### config.mk
export PLATFORM = sky130hd
export DESIGN_NAME = rmt_top
export DESIGN_NICKNAME = d
export VERILOG_FILES = /design/src/rtl/rmt_pkg.sv /design/src/rtl/rmt_table.sv /design/src/rtl/rmt_lookup.sv /design/src/rtl/rmt_top.sv
export SDC_FILE = /design/constraint.sdc
export NUM_CORES = 2
export LEC_CHECK = 0
export ABC_AREA = 1
export BUFFER_PORTS_ARGS = -buffer_cell sky130_fd_sc_hd__clkbuf_2
export CAP_MARGIN = 20
export CORE_ASPECT_RATIO = 1.75
export CORE_MARGIN = 2
export CORE_UTILIZATION = 32
export CTS_CLUSTER_SIZE = 25
export DETAILED_ROUTE_END_ITERATION = 10
export HOLD_SLACK_MARGIN = 0.15
export SYNTH_ARGS = -nofsm -noshare
export SYNTH_HDL_FRONTEND = slang
export SYNTH_SLANG_ARGS = --single-unit
### constraint.sdc
create_clock -name clk -period 2.4 [get_ports clk]
set_clock_uncertainty 0.2 [all_clocks]
set_input_delay 0.36 -clock clk [delete_from_list [all_inputs] [get_ports clk]]
set_output_delay 0.36 -clock clk [all_outputs]
set_load 0.01 [all_outputs]
### src/rtl/rmt_pkg.sv
package rmt_pkg;
    localparam int unsigned DEF_NUM_ARCH = 32;
    localparam int unsigned DEF_NUM_BUF  = 128;
    localparam int unsigned DEF_GRP      = 4;
    localparam int unsigned DEF_NSRC     = 2;
    localparam int unsigned DEF_NRCL     = 4;

    // outcome of comparing one stored entry against a reclaim request
    typedef enum logic [1:0] {
        RCL_IDLE  = 2'd0,
        RCL_STALE = 2'd1,
        RCL_CLEAR = 2'd2
    } rcl_kind_e;

    function automatic rcl_kind_e rcl_classify(input logic en, input logic vld,
                                               input logic idx_eq);
        if (!en)
            return RCL_IDLE;
        else if (vld && idx_eq)
            return RCL_CLEAR;
        else
            return RCL_STALE;
    endfunction
endpackage

### src/rtl/rmt_table.sv
module rmt_table
    import rmt_pkg::*;
#(
    parameter int unsigned NUM_ARCH = DEF_NUM_ARCH,
    parameter int unsigned NUM_BUF  = DEF_NUM_BUF,
    parameter int unsigned GRP      = DEF_GRP,
    parameter int unsigned NRCL     = DEF_NRCL,
    localparam int unsigned AW      = $clog2(NUM_ARCH),
    localparam int unsigned BW      = $clog2(NUM_BUF)
) (
    input  logic                          clk,
    input  logic                          rst,
    input  logic                          flush,
    input  logic [GRP-1:0]                dst_en,
    input  logic [GRP-1:0][AW-1:0]        dst_reg,
    input  logic [GRP-1:0][BW-1:0]        dst_buf,
    input  logic [NRCL-1:0]               rcl_en,
    input  logic [NRCL-1:0][AW-1:0]       rcl_reg,
    input  logic [NRCL-1:0][BW-1:0]       rcl_buf,
    output logic [NUM_ARCH-1:0]           ent_vld,
    output logic [NUM_ARCH-1:0][BW-1:0]   ent_idx
);
    logic [NUM_ARCH-1:0]         vld_nx;
    logic [NUM_ARCH-1:0][BW-1:0] idx_nx;

    always_comb begin
        vld_nx = ent_vld;
        idx_nx = ent_idx;
        // reclaims judged against the stored state of this cycle
        for (int k = 0; k < NRCL; k++) begin
            if (rcl_classify(rcl_en[k], ent_vld[rcl_reg[k]],
                             ent_idx[rcl_reg[k]] == rcl_buf[k]) == RCL_CLEAR)
                vld_nx[rcl_reg[k]] = 1'b0;
        end
        // new mappings override reclaims; later lanes override earlier lanes
        for (int g = 0; g < GRP; g++) begin
            if (dst_en[g]) begin
                vld_nx[dst_reg[g]] = 1'b1;
                idx_nx[dst_reg[g]] = dst_buf[g];
            end
        end
    end

    always_ff @(posedge clk) begin
        if (rst) begin
            ent_vld <= '0;
            ent_idx <= '0;
        end else if (flush) begin
            ent_vld <= '0;
        end else begin
            ent_vld <= vld_nx;
            ent_idx <= idx_nx;
        end
    end
endmodule

### src/rtl/rmt_lookup.sv
module rmt_lookup
    import rmt_pkg::*;
#(
    parameter int unsigned NUM_ARCH = DEF_NUM_ARCH,
    parameter int unsigned NUM_BUF  = DEF_NUM_BUF,
    parameter int unsigned GRP      = DEF_GRP,
    parameter int unsigned NSRC     = DEF_NSRC,
    localparam int unsigned AW      = $clog2(NUM_ARCH),
    localparam int unsigned BW      = $clog2(NUM_BUF)
) (
    input  logic [NUM_ARCH-1:0]                  ent_vld,
    input  logic [NUM_ARCH-1:0][BW-1:0]          ent_idx,
    input  logic [GRP-1:0]                       dst_en,
    input  logic [GRP-1:0][AW-1:0]               dst_reg,
    input  logic [GRP-1:0][BW-1:0]               dst_buf,
    input  logic [GRP-1:0][NSRC-1:0][AW-1:0]     src_reg,
    output logic [GRP-1:0][NSRC-1:0]             src_hit,
    output logic [GRP-1:0][NSRC-1:0][BW-1:0]     src_buf
);
    for (genvar i = 0; i < GRP; i++) begin : g_lane
        for (genvar s = 0; s < NSRC; s++) begin : g_src
            always_comb begin
                src_hit[i][s] = ent_vld[src_reg[i][s]];
                src_buf[i][s] = ent_vld[src_reg[i][s]] ? ent_idx[src_reg[i][s]] : '0;
                // older lanes only; the youngest older writer is applied last
                for (int j = 0; j < i; j++) begin
                    if (dst_en[j] && dst_reg[j] == src_reg[i][s]) begin
                        src_hit[i][s] = 1'b1;
                        src_buf[i][s] = dst_buf[j];
                    end
                end
            end
        end
    end
endmodule

### src/rtl/rmt_top.sv
module rmt_top
    import rmt_pkg::*;
#(
    parameter int unsigned NUM_ARCH = DEF_NUM_ARCH,
    parameter int unsigned NUM_BUF  = DEF_NUM_BUF,
    parameter int unsigned GRP      = DEF_GRP,
    parameter int unsigned NSRC     = DEF_NSRC,
    parameter int unsigned NRCL     = DEF_NRCL,
    localparam int unsigned AW      = $clog2(NUM_ARCH),
    localparam int unsigned BW      = $clog2(NUM_BUF)
) (
    input  logic                                 clk,
    input  logic                                 rst,
    input  logic                                 flush,
    input  logic [GRP-1:0][NSRC-1:0][AW-1:0]     src_reg,
    output logic [GRP-1:0][NSRC-1:0]             src_hit,
    output logic [GRP-1:0][NSRC-1:0][BW-1:0]     src_buf,
    input  logic [GRP-1:0]                       dst_en,
    input  logic [GRP-1:0][AW-1:0]               dst_reg,
    input  logic [GRP-1:0][BW-1:0]               dst_buf,
    input  logic [NRCL-1:0]                      rcl_en,
    input  logic [NRCL-1:0][AW-1:0]              rcl_reg,
    input  logic [NRCL-1:0][BW-1:0]              rcl_buf
);
    logic [NUM_ARCH-1:0]         tbl_vld;
    logic [NUM_ARCH-1:0][BW-1:0] tbl_idx;

    rmt_table #(
        .NUM_ARCH(NUM_ARCH), .NUM_BUF(NUM_BUF), .GRP(GRP), .NRCL(NRCL)
    ) u_table (
        .clk(clk), .rst(rst), .flush(flush),
        .dst_en(dst_en), .dst_reg(dst_reg), .dst_buf(dst_buf),
        .rcl_en(rcl_en), .rcl_reg(rcl_reg), .rcl_buf(rcl_buf),
        .ent_vld(tbl_vld), .ent_idx(tbl_idx)
    );

    rmt_lookup #(
        .NUM_ARCH(NUM_ARCH), .NUM_BUF(NUM_BUF), .GRP(GRP), .NSRC(NSRC)
    ) u_lookup (
        .ent_vld(tbl_vld), .ent_idx(tbl_idx),
        .dst_en(dst_en), .dst_reg(dst_reg), .dst_buf(dst_buf),
        .src_reg(src_reg), .src_hit(src_hit), .src_buf(src_buf)
    );
endmodule

==> results of run 1 <==
layer usage:
layer / track usage (%) / overflow
met4: 77.8 / 793
met1: 79.2 / 11
met2: 93.8 / 1190
met3: 60.3 / 25
met5: 24.8 / 3
what timing repair did:
action	in CTS
buffers inserted	70
setup endpoints to repair	119
pin swaps	166
hold endpoints to repair	40
resized for setup	812
gates cloned	8
hold buffers	10
synth_stat cells (16+ instances only):
library cell,count
nand3_1,903
clkinv_1,101
a221oi_1,16
dfxtp_1,256
buf_1,95
buf_6,22
nand2_1,2033
o211ai_1,346
buf_2,106
nor4_1,31
nand4_1,19
clkbuf_1,757
nor2_1,635
o22ai_1,216
o21ai_0,1864
inv_1,518
buf_4,23
a21oi_1,1383
o221ai_1,68
nor3_1,64
o21ai_1,25
through the flow:
step	setup TNS, ns	utilization (%)	cells	worst slack (ns)	cell area (sq um)
2_1_floorplan	-1.04	-	9602	-0.0829	49300
3_3_place_gp	-179.62	46.8	13200	-1.36	70900
3_5_place_dp	-183.22	46.8	13200	-1.35	70900
4_1_cts	-74.43	49.4	13400	-1.08	74700
cells by family after synthesis:
group           Yosys count  synth area share (%)
xor+xnor                 14                 0.252
flops                   256                  10.5
buf+inv                1636                  13.4
simple gates           3731                  31.9
compound gates         3965                  44.0
==> impl_metrics.py, run 1 <==
metrics = {
    "clock_tree": {
        "clk_path_buf_depth": 3,
        "h-tree-depth": 1,
        "cts_made_buffers": 29,
        "clock-sinks": 256,
        "cts_root_buffer": "clkbuf_16",
    },
    "placement": {
        "gp_congestion": 1.27,
        "portBuffers": 210,
        "dp_hpwl_um": 416000,
    },
    "synth": {
        "yosys_warnings": 0,
        "syn-num-nets": 9749,
        "synth_top_area_share_pct": 19.1,
        "netlist_instances": 9602,
        "netlist_area_sq_um": 48700,
        "synthArstFlopShare_pct": 0,
        "synth.distinct_cells": 40,
        "ys_seq_elements": 256,
        "avgSynthCellArea_sq_um": 5.08,
        "ys.flop_type": "dfxtp_1",
        "synthTopCellsByArea": "o21ai_0, nand2_1, a21oi_1",
        "yosys.area.top_type": "o21ai_0",
        "ys_seq_area_share_pct": 10.5,
        "synth-edff-count": 0,
    },
    "die": {
        "ios": 211,
        "rows": 189,
        "start_util_pct": 32.2,
        "chipWidth_um": 299,
        "die-height_um": 520,
    },
    "global_route": {
        "grt_usage_pct": 77.6,
        "grt_pass1_vias": 99100,
        "grt_max_degree": 93,
        "grt_first_pass_wirelength_um": 901000,
        "grt-ovfl-total": 2022,
    },
    "run_status": {
        "stop_stage": "global routing (5_1_grt)",
        "tool.error": "[ERROR GRT-0116] Global routing finished with congestion. Check the congestion regions in the DRC Viewer.",
        "status": "stopped before the end",
    },
}
==> inputs of run 2 (changes only) <==
--- a/config.mk
+++ b/config.mk
@@ -8,12 +8,10 @@
 export ABC_AREA = 1
 export BUFFER_PORTS_ARGS = -buffer_cell sky130_fd_sc_hd__clkbuf_2
 export CAP_MARGIN = 20
-export CORE_ASPECT_RATIO = 1.75
 export CORE_MARGIN = 2
-export CORE_UTILIZATION = 32
-export CTS_CLUSTER_SIZE = 25
+export CORE_UTILIZATION = 20
 export DETAILED_ROUTE_END_ITERATION = 10
-export HOLD_SLACK_MARGIN = 0.15
+export PLACE_DENSITY_LB_ADDON = 0.15
 export SYNTH_ARGS = -nofsm -noshare
 export SYNTH_HDL_FRONTEND = slang
 export SYNTH_SLANG_ARGS = --single-unit
==> constraint.sdc (replaced) <==
create_clock -name clk -period 3.1 [get_ports clk]
set_clock_uncertainty 0.2 [all_clocks]
set_input_delay 0.465 -clock clk [delete_from_list [all_inputs] [get_ports clk]]
set_output_delay 0.465 -clock clk [all_outputs]
set_load 0.01 [all_outputs]
==> run 2 against run 1 <==
Effect of this change: the flow now finishes, with violations (setup timing); area after synthesis stayed put; synthesized cell count is the same.
==> impl_metrics.py, run 2 <==
metrics = {
    "synth": {
        "synthTopCellsByArea": "o21ai_0, nand2_1, a21oi_1",
        "netlist_instances": 9602,
        "synthTopCellsByCount": "nand2_1, o21ai_0, a21oi_1, nand3_1, clkbuf_1",
        "synth_simple_gate_area_share_pct": 31.9,
        "synth_xor_area_share_pct": 0.252,
        "yosys_warnings": 0,
        "synth_top_family_by_area": "compound AO/OA/AOI/OAI gates",
        "syn-num-nets": 9749,
        "synth_mux_area_share_pct": 0,
        "netlist_area_sq_um": 48700,
        "avgSynthCellArea_sq_um": 5.08,
        "synthArstFlopShare_pct": 0,
        "ys.flop_type": "dfxtp_1",
        "synth_compound_area_share_pct": 44.0,
        "synth.most_common_cell": "nand2_1",
        "ys_seq_elements": 256,
        "synth_fa_ha_area_share_pct": 0,
        "synth.distinct_cells": 40,
        "synth-edff-count": 0,
        "synth_top_area_share_pct": 19.1,
        "yosys.area.top_type": "o21ai_0",
        "ys_seq_area_share_pct": 10.5,
    },
    "routing": {
        "wire_per_inst_um": 37.4,
        "drt_iter0_drc": 13800,
        "routed_wl_um": 534000,
        "ant_nets": 0,
        "dr.pass1.iters": 7,
        "routed-via-count": 84000,
        "drc": 0,
        "vias_per_cell": 5.88,
    },
    "clock_tree": {
        "clock-sinks": 256,
        "h-tree-depth": 2,
        "cts_made_buffers": 40,
        "cts_tree": "built",
        "clk_path_buf_depth": 3,
        "clk_pin_slew_worst_paths_ns": 0.06,
        "clk_latency_ns": 0.68,
        "cts_root_buffer": "clkbuf_16",
    },
    "timing": {
        "fin_crit_sh_pct": 128,
        "min_period_ns": 3.96,
        "hold_violations": 0,
        "rsz0062_at_grt": "yes",
        "drv_slew": 0,
        "slew-limit-headroom_pct": 33.7,
        "fin_setup_tns_ns": -47.58,
        "finalSetupViolCount": 96,
        "max_freq_mhz": 253,
        "setup_ws_ns": -0.855,
        "tightest_slew_ns": 0.995,
    },
    "global_route": {
        "antenna_found_initial": 59,
        "grt-ovfl-total": 0,
        "grt_pass1_vias": 75500,
        "grt_first_pass_wirelength_um": 696000,
        "grt_usage_pct": 40.9,
        "grt_max_degree": 107,
    },
    "die": {
        "die_area_sq_um": 248000,
        "start_util_pct": 20.1,
        "die-height_um": 498,
        "ios": 211,
        "chipWidth_um": 498,
        "rows": 181,
        "core_area_sq_um": 243000,
    },
    "final_layout": {
        "area_delta_synth_final_pct": 51.5,
        "reg_top3": "u_table.ent_idx x224, u_table.ent_vld x32",
        "fin_nets": 11200,
        "layout_common_cells": "nand2_1, buf_4, o21ai_0",
        "largest_reg_flops": 224,
        "top_register": "u_table.ent_idx",
        "multi_input_area_sq_um": 38300,
        "fillers": 27500,
        "ff_latch_area_sq_um": 5170,
        "layout_commonest_cell": "nand2_1",
        "drive_gt1_share_pct": 25.0,
    },
    "placement": {
        "dp_hpwl_um": 424000,
        "gp_congestion": 1.10,
        "portBuffers": 210,
        "post-place-ws_ns": -1.05,
    },
    "power": {
        "powerDensity_nw_per_um2": 246,
        "ir_drop_v": 0.000332,
        "p_leak_nw": 30.6,
    },
    "job": {
        "cap_violations": 0,
    },
    "setup_path": {
        "cp.required_ns": 2.43,
        "setup.worst_path.start": "u_table.ent_vld[3]",
        "timing.critical_path.to_type": "output port",
        "worst-endpoint-arrival_ns": 3.29,
        "cp_max_fo": 6,
        "r2r_start": "u_table.ent_vld[3]",
        "start_kind": "register",
        "regToRegSetupSlack_ns": -0.29,
        "crit_type": "reg2out",
    },
    "run_status": {
        "status": "finished with violations",
        "violations": "setup timing",
    },
    "hold_path": {
        "hold_path_class": "in2reg",
        "min-delay-start": "dst_buf[20]",
    },
}
==> run 2: kinds of logic after synthesis <==
logic type / after synthesis
compound gates: 3965
buf+inv: 1636
xor+xnor: 14
simple gates: 3731
flops: 256
==> run 2: final timing paths <==
kind | depth (start not counted) | end
max | 17 | src_buf[52]
min | 3 | u_table.ent_idx[13]
max reg2reg | 25 | u_table.ent_vld[13]
min reg2reg | 2 | u_table.ent_idx[124]
==> run 2: timing repair <==
action	in CTS	in global routing
setup endpoints to repair	96	96
hold endpoints to repair	2	0
hold buffers	2	0
pin swaps	99	72
cloned	7	0
gates resized for setup	401	178
setup buffers	78	22
==> run 2: routing by layer <==
metal | vias to the layer above | global-route usage, % | part of all wire, %
met5 | - | 0 | 0.022
met4 | 18 | 30.2 | 8.7
met3 | 1458 | 10.3 | 11
met2 | 6050 | 61.1 | 42
met1 | 40200 | 50.6 | 39
li1 | 36200 | - | -
==> run 2: layout make-up <==
class	count	share of cell area, %
diodes	31	0.105
clock buffers	60	1.66
clock inverters	11	0.200
inverters	632	3.35
multi-input cells	7710	51.8
flip-flops and latches	256	7.00
well taps	3202	5.42
repair buffers	2388	30.4
==> run 2: power breakdown <==
group / total, W / switching [W] / internal (W)
sequential: 0.00347 / 0.000102 / 0.00336
clock: 0.00528 / 0.00230 / 0.00298
combinational: 0.00941 / 0.00626 / 0.00316
==> run 2: through the flow <==
stage	std cells	utilization, %	area (sq um)	hold WS (ns)	power (W)
2_1_floorplan	9602	-	48700	0.287	0.00689
3_3_place_gp	14100	28.8	70000	0.308	0.0121
3_5_place_dp	14100	28.8	70000	0.323	0.0121
4_1_cts	14300	30.2	73300	0.146	0.0177
5_1_grt	14300	30.4	73800	0.170	0.0184
6_report	14300	30.4	73900	0.154	0.0182
==> run 2: worst max-delay path: stages, from the launching register on <==
cell,delay [ns]
dfxtp_2,0.37
clkinvlp_4,0.27
buf_6,0.21
o21ai_2,0.09
a21oi_1,0.05
o21ai_1,0.15
nand3_1,0.14
nand3_1,0.12
nand2_2,0.07
buf_12,0.15
nor2_4,0.12
buf_6,0.15
o21ai_0,0.09
buf_4,0.16
o211ai_1,0.09
o211ai_1,0.12
o21ai_1,0.11
buf_2,0.15
Power figures use the tool's default switching activity.
